[src/rtl/rc_pkg.sv]
package rc_pkg;
    typedef enum logic [2:0] {
        ST_IDLE,
        ST_SURVEY,
        ST_ARM,
        ST_OPEN,
        ST_HOLD,
        ST_REPORT
    } rc_state_t;
endpackage

[src/rtl/rc_rise.sv]
module rc_rise #(
    parameter int STAGES = 2
) (
    input  logic clk,
    input  logic rst_n,
    input  logic din,
    output logic rise
);
    localparam int LAST = STAGES - 1;

    logic [STAGES-1:0] sync_q;
    logic              prev_q;

    generate
        if (STAGES == 1) begin : g_one
            always_ff @(posedge clk or negedge rst_n) begin
                if (!rst_n) sync_q <= '0;
                else        sync_q <= din;
            end
        end else begin : g_many
            always_ff @(posedge clk or negedge rst_n) begin
                if (!rst_n) sync_q <= '0;
                else        sync_q <= {sync_q[STAGES-2:0], din};
            end
        end
    endgenerate

    always_ff @(posedge clk or negedge rst_n) begin
        if (!rst_n) prev_q <= 1'b0;
        else        prev_q <= sync_q[LAST];
    end

    assign rise = sync_q[LAST] & ~prev_q;


    rise_single_chk: assert property (@(posedge clk) disable iff (!rst_n)
        rise |=> !rise);
endmodule

[src/rtl/rc_tally.sv]
module rc_tally #(
    parameter int W = 32
) (
    input  logic         clk,
    input  logic         rst_n,
    input  logic         clr,
    input  logic         inc,
    output logic [W-1:0] q,
    output logic [W-1:0] q_nx
);
    assign q_nx = q + W'(inc);

    always_ff @(posedge clk or negedge rst_n) begin
        if (!rst_n)   q <= '0;
        else if (clr) q <= '0;
        else          q <= q_nx;
    end
endmodule

[src/rtl/rc_auto_counter.sv]
module rc_auto_counter #(
    parameter int PRE_WIN     = 1000000,
    parameter int THRESH      = 1000,
    parameter int FRQ_GATE    = 1000000,
    parameter int PER_GATE    = 1,
    parameter int CNT_W       = 32,
    parameter int SYNC_STAGES = 2
) (
    input  logic             clk,
    input  logic             rst_n,
    input  logic             start,
    input  logic             sig_in,
    output logic             res_valid,
    output logic [CNT_W-1:0] res_events,
    output logic [CNT_W-1:0] res_clocks,
    output logic             res_slow
);
    import rc_pkg::*;

    localparam logic [CNT_W-1:0] PRE_W = CNT_W'(PRE_WIN);
    localparam logic [CNT_W-1:0] THR_W = CNT_W'(THRESH);
    localparam logic [CNT_W-1:0] FRQ_W = CNT_W'(FRQ_GATE);
    localparam logic [CNT_W-1:0] PER_W = CNT_W'(PER_GATE);

    rc_state_t        state, nstate;
    logic             rise;
    logic             slow_q;
    logic             cnt_clr, cnt_run;
    logic             survey_end, gate_reached;
    logic [CNT_W-1:0] ev_q, ev_nx, ck_q, ck_nx;
    logic [CNT_W-1:0] gate_len;

    rc_rise #(.STAGES(SYNC_STAGES)) u_rise (
        .clk (clk),
        .rst_n(rst_n),
        .din (sig_in),
        .rise(rise)
    );

    rc_tally #(.W(CNT_W)) u_events (
        .clk (clk),
        .rst_n(rst_n),
        .clr (cnt_clr),
        .inc (cnt_run & rise),
        .q   (ev_q),
        .q_nx(ev_nx)
    );

    rc_tally #(.W(CNT_W)) u_clocks (
        .clk (clk),
        .rst_n(rst_n),
        .clr (cnt_clr),
        .inc (cnt_run),
        .q   (ck_q),
        .q_nx(ck_nx)
    );

    assign gate_len     = slow_q ? PER_W : FRQ_W;
    assign survey_end   = (state == ST_SURVEY) && (ck_nx >= PRE_W);
    assign gate_reached = ck_nx >= gate_len;
    assign cnt_run      = (state == ST_SURVEY) || (state == ST_OPEN) || (state == ST_HOLD);
    assign cnt_clr      = (state == ST_IDLE) || (state == ST_ARM) || survey_end;

    always_comb begin
        nstate = state;
        unique case (state)
            ST_IDLE:   if (start) nstate = ST_SURVEY;
            ST_SURVEY: if (survey_end) nstate = ST_ARM;
            ST_ARM:    if (rise) nstate = ST_OPEN;
            ST_OPEN: begin
                if (gate_reached && rise) nstate = ST_REPORT;
                else if (gate_reached)    nstate = ST_HOLD;
            end
            ST_HOLD:   if (rise) nstate = ST_REPORT;
            ST_REPORT: nstate = ST_IDLE;
            default:   nstate = ST_IDLE;
        endcase
    end

    always_ff @(posedge clk or negedge rst_n) begin
        if (!rst_n) state <= ST_IDLE;
        else        state <= nstate;
    end

    always_ff @(posedge clk or negedge rst_n) begin
        if (!rst_n) begin
            slow_q     <= 1'b0;
            res_valid  <= 1'b0;
            res_events <= '0;
            res_clocks <= '0;
            res_slow   <= 1'b0;
        end else begin
            res_valid <= (nstate == ST_REPORT);
            if (survey_end)
                slow_q <= (ev_nx < THR_W);
            if (nstate == ST_REPORT) begin
                res_events <= ev_nx;
                res_clocks <= ck_nx;
                res_slow   <= slow_q;
            end
        end
    end


    valid_pulse_chk: assert property (@(posedge clk) disable iff (!rst_n)
        res_valid |=> !res_valid);


    result_hold_chk: assert property (@(posedge clk) disable iff (!rst_n)
        !res_valid |-> ($stable(res_events) && $stable(res_clocks) && $stable(res_slow)));


    gate_len_chk: assert property (@(posedge clk) disable iff (!rst_n)
        res_valid |-> (res_clocks >= (res_slow ? PER_W : FRQ_W)));


    events_bound_chk: assert property (@(posedge clk) disable iff (!rst_n)
        res_valid |-> ((res_events != '0) && (res_events <= res_clocks)));


    survey_len_chk: assert property (@(posedge clk) disable iff (!rst_n)
        (state == ST_SURVEY) |-> (ck_q < PRE_W));


    start_ignored_chk: assert property (@(posedge clk) disable iff (!rst_n)
        (state == ST_OPEN || state == ST_HOLD) |=> (state != ST_SURVEY));
endmodule

[config.mk]
export PLATFORM = sky130hd
export DESIGN_NAME = rc_auto_counter
export DESIGN_NICKNAME = d
export VERILOG_FILES = /design/src/rtl/rc_pkg.sv /design/src/rtl/rc_rise.sv /design/src/rtl/rc_tally.sv /design/src/rtl/rc_auto_counter.sv
export SDC_FILE = /design/constraint.sdc
export NUM_CORES = 1
export LEC_CHECK = 0
export ABC_CLOCK_PERIOD_IN_PS = 5100
export BUFFER_PORTS_ARGS = -buffer_cell sky130_fd_sc_hd__buf_2
export CORE_ASPECT_RATIO = 1.1
export CORE_MARGIN = 2
export CORE_UTILIZATION = 60
export DETAILED_ROUTE_END_ITERATION = 7
export PLACE_DENSITY = 0.85
export SYNTH_ARGS = -nofsm -noshare
export SYNTH_HDL_FRONTEND = slang
export SYNTH_SLANG_ARGS = --single-unit
[constraint.sdc]
create_clock -name clk -period 5.1 [get_ports clk]
set_input_delay 1.02 -clock clk [delete_from_list [all_inputs] [get_ports clk]]
set_output_delay 1.02 -clock clk [all_outputs]
set_load 0.02 [all_outputs]
==> flow_summary.ini, run 1 <==
[clock_network]
postCtsHoldBufs = 0
cts_setup_buffers = 0
clk_path_buf_depth = 2
cts_resized = 0
clk_pin_slew_worst_paths_ns = 0.06
htree_levels = 4
cts_tree = done
numClockSinks = 137
cts_buffers = 17
root_buffer = clkbuf_16
worstSkewPairLatency_ns = 0.43

[power]
power.density_nw_per_um2 = 283
ir_drop_uv = 211
p_leak_nw = 4.20

[floorplan]
start_util_pct = 62.1
die_h_um = 122
io_pins = 70
row_count = 42
die_area_um2 = 13500
fp.dieW_um = 111
core_um2 = 12100

[logic_synthesis]
synth_edf_count = 0
syn_area_per_cell_um2 = 9.09
synthMuxAreaShare_pct = 0.946
seq_area_frac_synth_pct = 45.5
yosysMostFrequentCell = dfrtp_1
async_reset_ff_share_pct = 100
synth_ff_type = dfrtp_1
yosys.cell_types.count = 63
synth_top_family_by_area = simple AND/OR/NAND/NOR gates
synth_compound_area_share_pct = 10.2
synth_area_um2 = 7540
synthTopCellsByArea = dfrtp_1 (45%), nor3_1 (8.6%), nor2_1 (5.6%)
synthSimpleGateAreaFrac_pct = 29.5
ys_ff_latch = 137
synth-xor-area-share_pct = 7.90
syn_inst = 829
ys_warn_count = 0
synthAdderAreaFrac_pct = 1.99
synth_top_area_share_pct = 45.5
syn_nets = 845
yosys.area.top_type = dfrtp_1
synth_common_cells = dfrtp_1 (137), nor3_1 (130), nor2_1 (112)

[worst_setup_path]
cp-endpoint = res_events[5]
worstPathRequired_ns = 5.42
arrival_ns = 5.00
path_class = reg2reg
startpoint_type = flip-flop
cp-startpoint = state[1]
r2r_setup_slack_ns = 0.42
endpoint_kind = flip-flop
worst-path-max-fanout = 40
r2r_cells = 14
worstReg2RegEnd = res_events[5]
r2r-start = state[1]

[placement]
place.gp.congestion = 0.919
dp_hpwl_um = 11800
placed_area_um2 = 8050
portBuffers = 69

[hold_path]
worstHoldStart = u_rise.sync_q[0]
hold_class = reg2reg

[detailed_routing]
drtAntennaViolNets = 0
drt-total-wl_um = 17500
via_count = 6278
drt_iter0_markers = 449
drt-wirelength-per-cell_um = 16.6
drtPass1Iterations = 5
drc_errors = 0
vias_per_cell = 5.98

[sta]
fmax_mhz = 214
setup_violations = 0
drv_slew = 0
slew_headroom_pct = 28.5
fin_skew_ns = 0.0127
timing.setup.tns_ns = 0
worst_slew_pin_slew_ns = 1.07
min_period_ns = 4.68
fin_crit_sh_pct = 91.8
rsz0062_at_grt = no
hold_viol_final = 0

[final_layout]
multiInputGateArea_um2 = 3840
finish.utilization_pct = 71.2
fin_area_um2 = 8650
regArea_um2 = 3430
layout.nets = 899
drive_gt1_share_pct = 15.4
syn2layout_area_growth_pct = 14.7
n_antenna_cell = 0
fill_cells = 905

[grt]
grt_pass1_vias = 6195
grt_antenna_before_repair = 0
grt_first_pass_wirelength_um = 29900
grt_use_total_pct = 27.6
grt_max_degree = 110
overflow = 0

[run_status]
status = completed

[job]
maxCapViolations = 0
==> cell usage in the layout (no fill, tap or decap), types with 3 or more instances in the layout <==
master      Yosys  final
nand2_1        26     26
a21boi_0       16     16
nor2_1        112    111
clkbuf_8        0      3
dfrtp_1       137    137
nor3_1        130    130
buf_12          0      3
and4_1          9      9
xnor2_1        42     42
a211o_1         5      5
clkinvlp_4      0      4
clkbuf_16       0     17
o2111ai_1       3      3
ha_1           12     12
or3_1           5      5
xor2_1         26     26
o21ai_0         5      5
nor2b_1        41     41
buf_2          21     68
mux2i_1         6      6
nand4_1        20     20
and2_1         11     11
nor4_1          6      6
inv_1          22     22
a21oi_1        48     47
nand3_1        30     30
buf_4           0     13
a21o_1          7      7
nand2b_1        3      3
and3_1          7      7
==> worst max-delay path, stage by stage (launching register included) <==
cell and delay [ns]:
dfrtp_1 0.45, nand2b_1 0.23, or2_2 0.35, nand2_1 0.07
ha_1 0.20, ha_1 0.27, nand3_2 0.20, or4_4 0.62
nor4_2 0.42, xor2_1 0.19, a221oi_2 0.36, a31o_2 0.59
buf_12 0.28, a21boi_0 0.12, nor3_1 0.21
==> per-stage QoR <==
stage	cells	setup WS (ns)	power, W	hold WS (ns)
2_1_floorplan	829	0.800	0.00119	0.331
3_3_place_gp	1017	0.477	0.00123	0.342
3_5_place_dp	1017	0.327	0.00124	0.345
4_1_cts	1049	0.307	0.00246	0.358
5_1_grt	1050	0.122	0.00252	0.367
6_report	1050	0.420	0.00244	0.356
==> worst min path at each step <==
stage / endpoint / cells after the start
after CTS: u_rise.sync_q[1] / 0
after global placement: u_rise.sync_q[1] / 0
after global routing: u_rise.sync_q[1] / 0
after floorplan: u_rise.sync_q[1] / 0
final: u_rise.sync_q[1] / 0
after detailed placement: u_rise.sync_q[1] / 0
==> final cells by class <==
class / instances / area share [%]
sequential: 137 / 39.6
clock inverter: 10 / 1.36
multi-input combinational: 620 / 44.4
timing repair buffer: 85 / 5.89
tap: 154 / 2.23
clock buffer: 22 / 5.48
inverter: 22 / 0.955
==> cell families after synthesis <==
| family | Yosys count |
|---|---|
| AND/OR/NAND/NOR | 421 |
| flip-flops | 137 |
| AO/OA/AOI/OAI | 112 |
| buffers and inverters | 72 |
| XOR/XNOR | 68 |
| adder cells (fa/ha/maj) | 12 |
| multiplexers | 7 |
==> where the power goes <==
part / leakage [nW] / internal [W] / switching [W]
sequential: 1.88 / 0.00111 / 0.0000259
clock: 0.279 / 0.000758 / 0.000468
combinational: 2.04 / 0.0000291 / 0.0000526
total: 4.20 / 0.00190 / 0.000546
==> state kept, by name (all words and copies together), names as in the netlist <==
signal	cells
u_clocks.q	32
slow_q	1
u_rise.prev_q	1
res_events	32
u_rise.sync_q	2
state	3
res_slow	1
res_clocks	32
u_events.q	32
res_valid	1
==> routing by layer <==
layer	GRT usage [%]	share of wire, %
met4	12.3	2.6
met3	5.62	5.5
met1	34.1	42
met5	0	0
met2	47.3	50
No activity file was read; power rests on OpenSTA's default activity.
==> run 2: changes to the inputs <==
--- a/config.mk
+++ b/config.mk
@@ -6,7 +6,7 @@
 export NUM_CORES = 1
 export LEC_CHECK = 0
 export ABC_CLOCK_PERIOD_IN_PS = 5100
-export BUFFER_PORTS_ARGS = -buffer_cell sky130_fd_sc_hd__buf_2
+export BUFFER_PORTS_ARGS = -buffer_cell sky130_fd_sc_hd__buf_4
 export CORE_ASPECT_RATIO = 1.1
 export CORE_MARGIN = 2
 export CORE_UTILIZATION = 60
==> run 2 against run 1 <==
  * Register-to-register slack lost 0.07 ns
  * Routed wire length increased by 9.3%
  * Clock-buffer cell count decreased by 1
  * Highest routed layer unchanged
  * Critical path type unchanged
  * Setup slack worse by 0.068 ns
  * Core utilization up 1.7 points
  * Global-route usage increased by 1.3 points
  * Largest power group unchanged
  * Largest cell class unchanged
==> flow_summary.ini, run 2 (same netlist as run 1, synthesis figures left out) <==
[run_status]
status = completed

[floorplan]
start_util_pct = 62.1
die_h_um = 122
row_count = 42
core_um2 = 12100
die_area_um2 = 13500
fp.dieW_um = 111
io_pins = 70

[clock_network]
htree_levels = 4
postCtsHoldBufs = 0
root_buffer = clkbuf_16
worstSkewPairLatency_ns = 0.43
cts_tree = done
cts_buffers = 17
numClockSinks = 137
clk_path_buf_depth = 2
clk_pin_slew_worst_paths_ns = 0.06

[worst_setup_path]
arrival_ns = 5.02
worst-path-max-fanout = 59
path_class = reg2reg
startpoint_type = flip-flop
endpoint_kind = flip-flop
worstPathRequired_ns = 5.38

[detailed_routing]
vias_per_cell = 6.11
via_count = 6442
drt_iter0_markers = 456
drt-total-wl_um = 19100
drtAntennaViolNets = 0
drc_errors = 0
drt-wirelength-per-cell_um = 18.1
drtPass1Iterations = 5

[sta]
slew_headroom_pct = 27.9
timing.setup.tns_ns = 0
finalWorstSetupSlack_ns = 0.353
rsz0062_at_grt = no
fin_skew_ns = 0.00967
min_period_ns = 4.75
hold_viol_final = 0
fin_crit_sh_pct = 93.1
setup_violations = 0
fmax_mhz = 211
worst_slew_pin_slew_ns = 1.08
drv_slew = 0

[grt]
global_route.usage.met1_pct = 34.3
gr-usage-met3_pct = 4.73
grt_use_total_pct = 28.9
overflow = 0
busiest_layer = met2
grt_antenna_before_repair = 0
grt_max_degree = 105
grt.met2_usage_pct = 51.7
grt_pass1_vias = 6376
grt_first_pass_wirelength_um = 31200

[power]
power.density_nw_per_um2 = 276
p_leak_nw = 4.23
ir_drop_uv = 241
fin_total_pwr_w = 0.00244

[final_layout]
syn2layout_area_growth_pct = 17.5
n_antenna_cell = 0
final_common_cell = dfrtp_1
layout.nets = 903
layout_common_cells = dfrtp_1 (137), nor3_1 (130), nor2_1 (111)
drive_gt1_share_pct = 15.9

[hold_path]
hold_class = reg2reg

[job]
maxCapViolations = 0

[placement]
place.gp.congestion = 0.900
dp_hpwl_um = 12600
post-place-ws_ns = 0.100
portBuffers = 69
run 2: cell types whose count changed in the layout (fill, tap and decap cells not counted), sizes merged:
cell and change:
clkinvlp -2, clkbuf -1, buf +4, clkinv +3
run 2: worst paths after layout:
path                                     to             start  cells past startpoint  slack [ns]
setup / recovery             u_events.q[20]          state[1]                     14        0.35
hold / removal             u_rise.sync_q[1]  u_rise.sync_q[0]                      0        0.35
hold reg to reg            u_rise.sync_q[1]  u_rise.sync_q[0]                      0        0.35
max in group asynchronous    u_events.q[31]             rst_n                      2        3.45
min in group asynchronous    res_clocks[11]             rst_n                      1        0.67
setup reg to reg             u_events.q[20]          state[1]                     14        0.35
run 2: metrics by stage:
step / cell area, µm² / instances / hold WS [ns] / utilization, %
2_1_floorplan: 7540 / 829 / 0.331 / -
3_3_place_gp: 8210 / 1017 / 0.334 / 67.6
3_5_place_dp: 8210 / 1017 / 0.343 / 67.6
4_1_cts: 8790 / 1049 / 0.356 / 72.4
5_1_grt: 8860 / 1054 / 0.367 / 73.0
6_report: 8860 / 1054 / 0.353 / 73.0
run 2: worst max-delay path, stage by stage (launching register included):
cell and delay [ns]:
dfrtp_1 0.44, nand2b_1 0.23, or2_2 0.36, nand2_1 0.08, ha_1 0.21, ha_1 0.29
nand3_2 0.21, or4_4 0.63, nor4_2 0.41, xor2_1 0.31, a221oi_2 0.12, and3_1 0.24
o221ai_4 0.28, buf_4 0.61, nor2_1 0.13
run 2: metal layers:
layer  wire length (µm)  vias to the layer above
met5                  0                        -
met4                578                        0
met3                914                       60
met2               9920                      224
met1               7700                     3130
li1                   -                     3028
run 2: repair_timing:
| item | 4_1_cts | 5_1_grt |
|---|---|---|
| buffers inserted | 0 | 5 |
| setup endpoints to repair | 0 | 66 |
| gates resized for setup | 0 | 3 |
run 2: report_power, final:
part / internal [W] / switching (W) / total (W)
sequential: 0.00111 / 0.0000256 / 0.00114
combinational: 0.0000294 / 0.0000599 / 0.0000893
clock: 0.000744 / 0.000474 / 0.00122
total: 0.00188 / 0.000559 / 0.00244
run 2: area by class of cell:
cell class                      instances  area [µm²]
Clock buffer                           21         460
Tap cell                              154         193
Clock inverter                         11         121
Sequential cell                       137        3430
Multi-Input combinational cell        620        3860
Inverter                               22        82.6
Timing Repair Buffer                   89         713
Fill cell                             884        3280
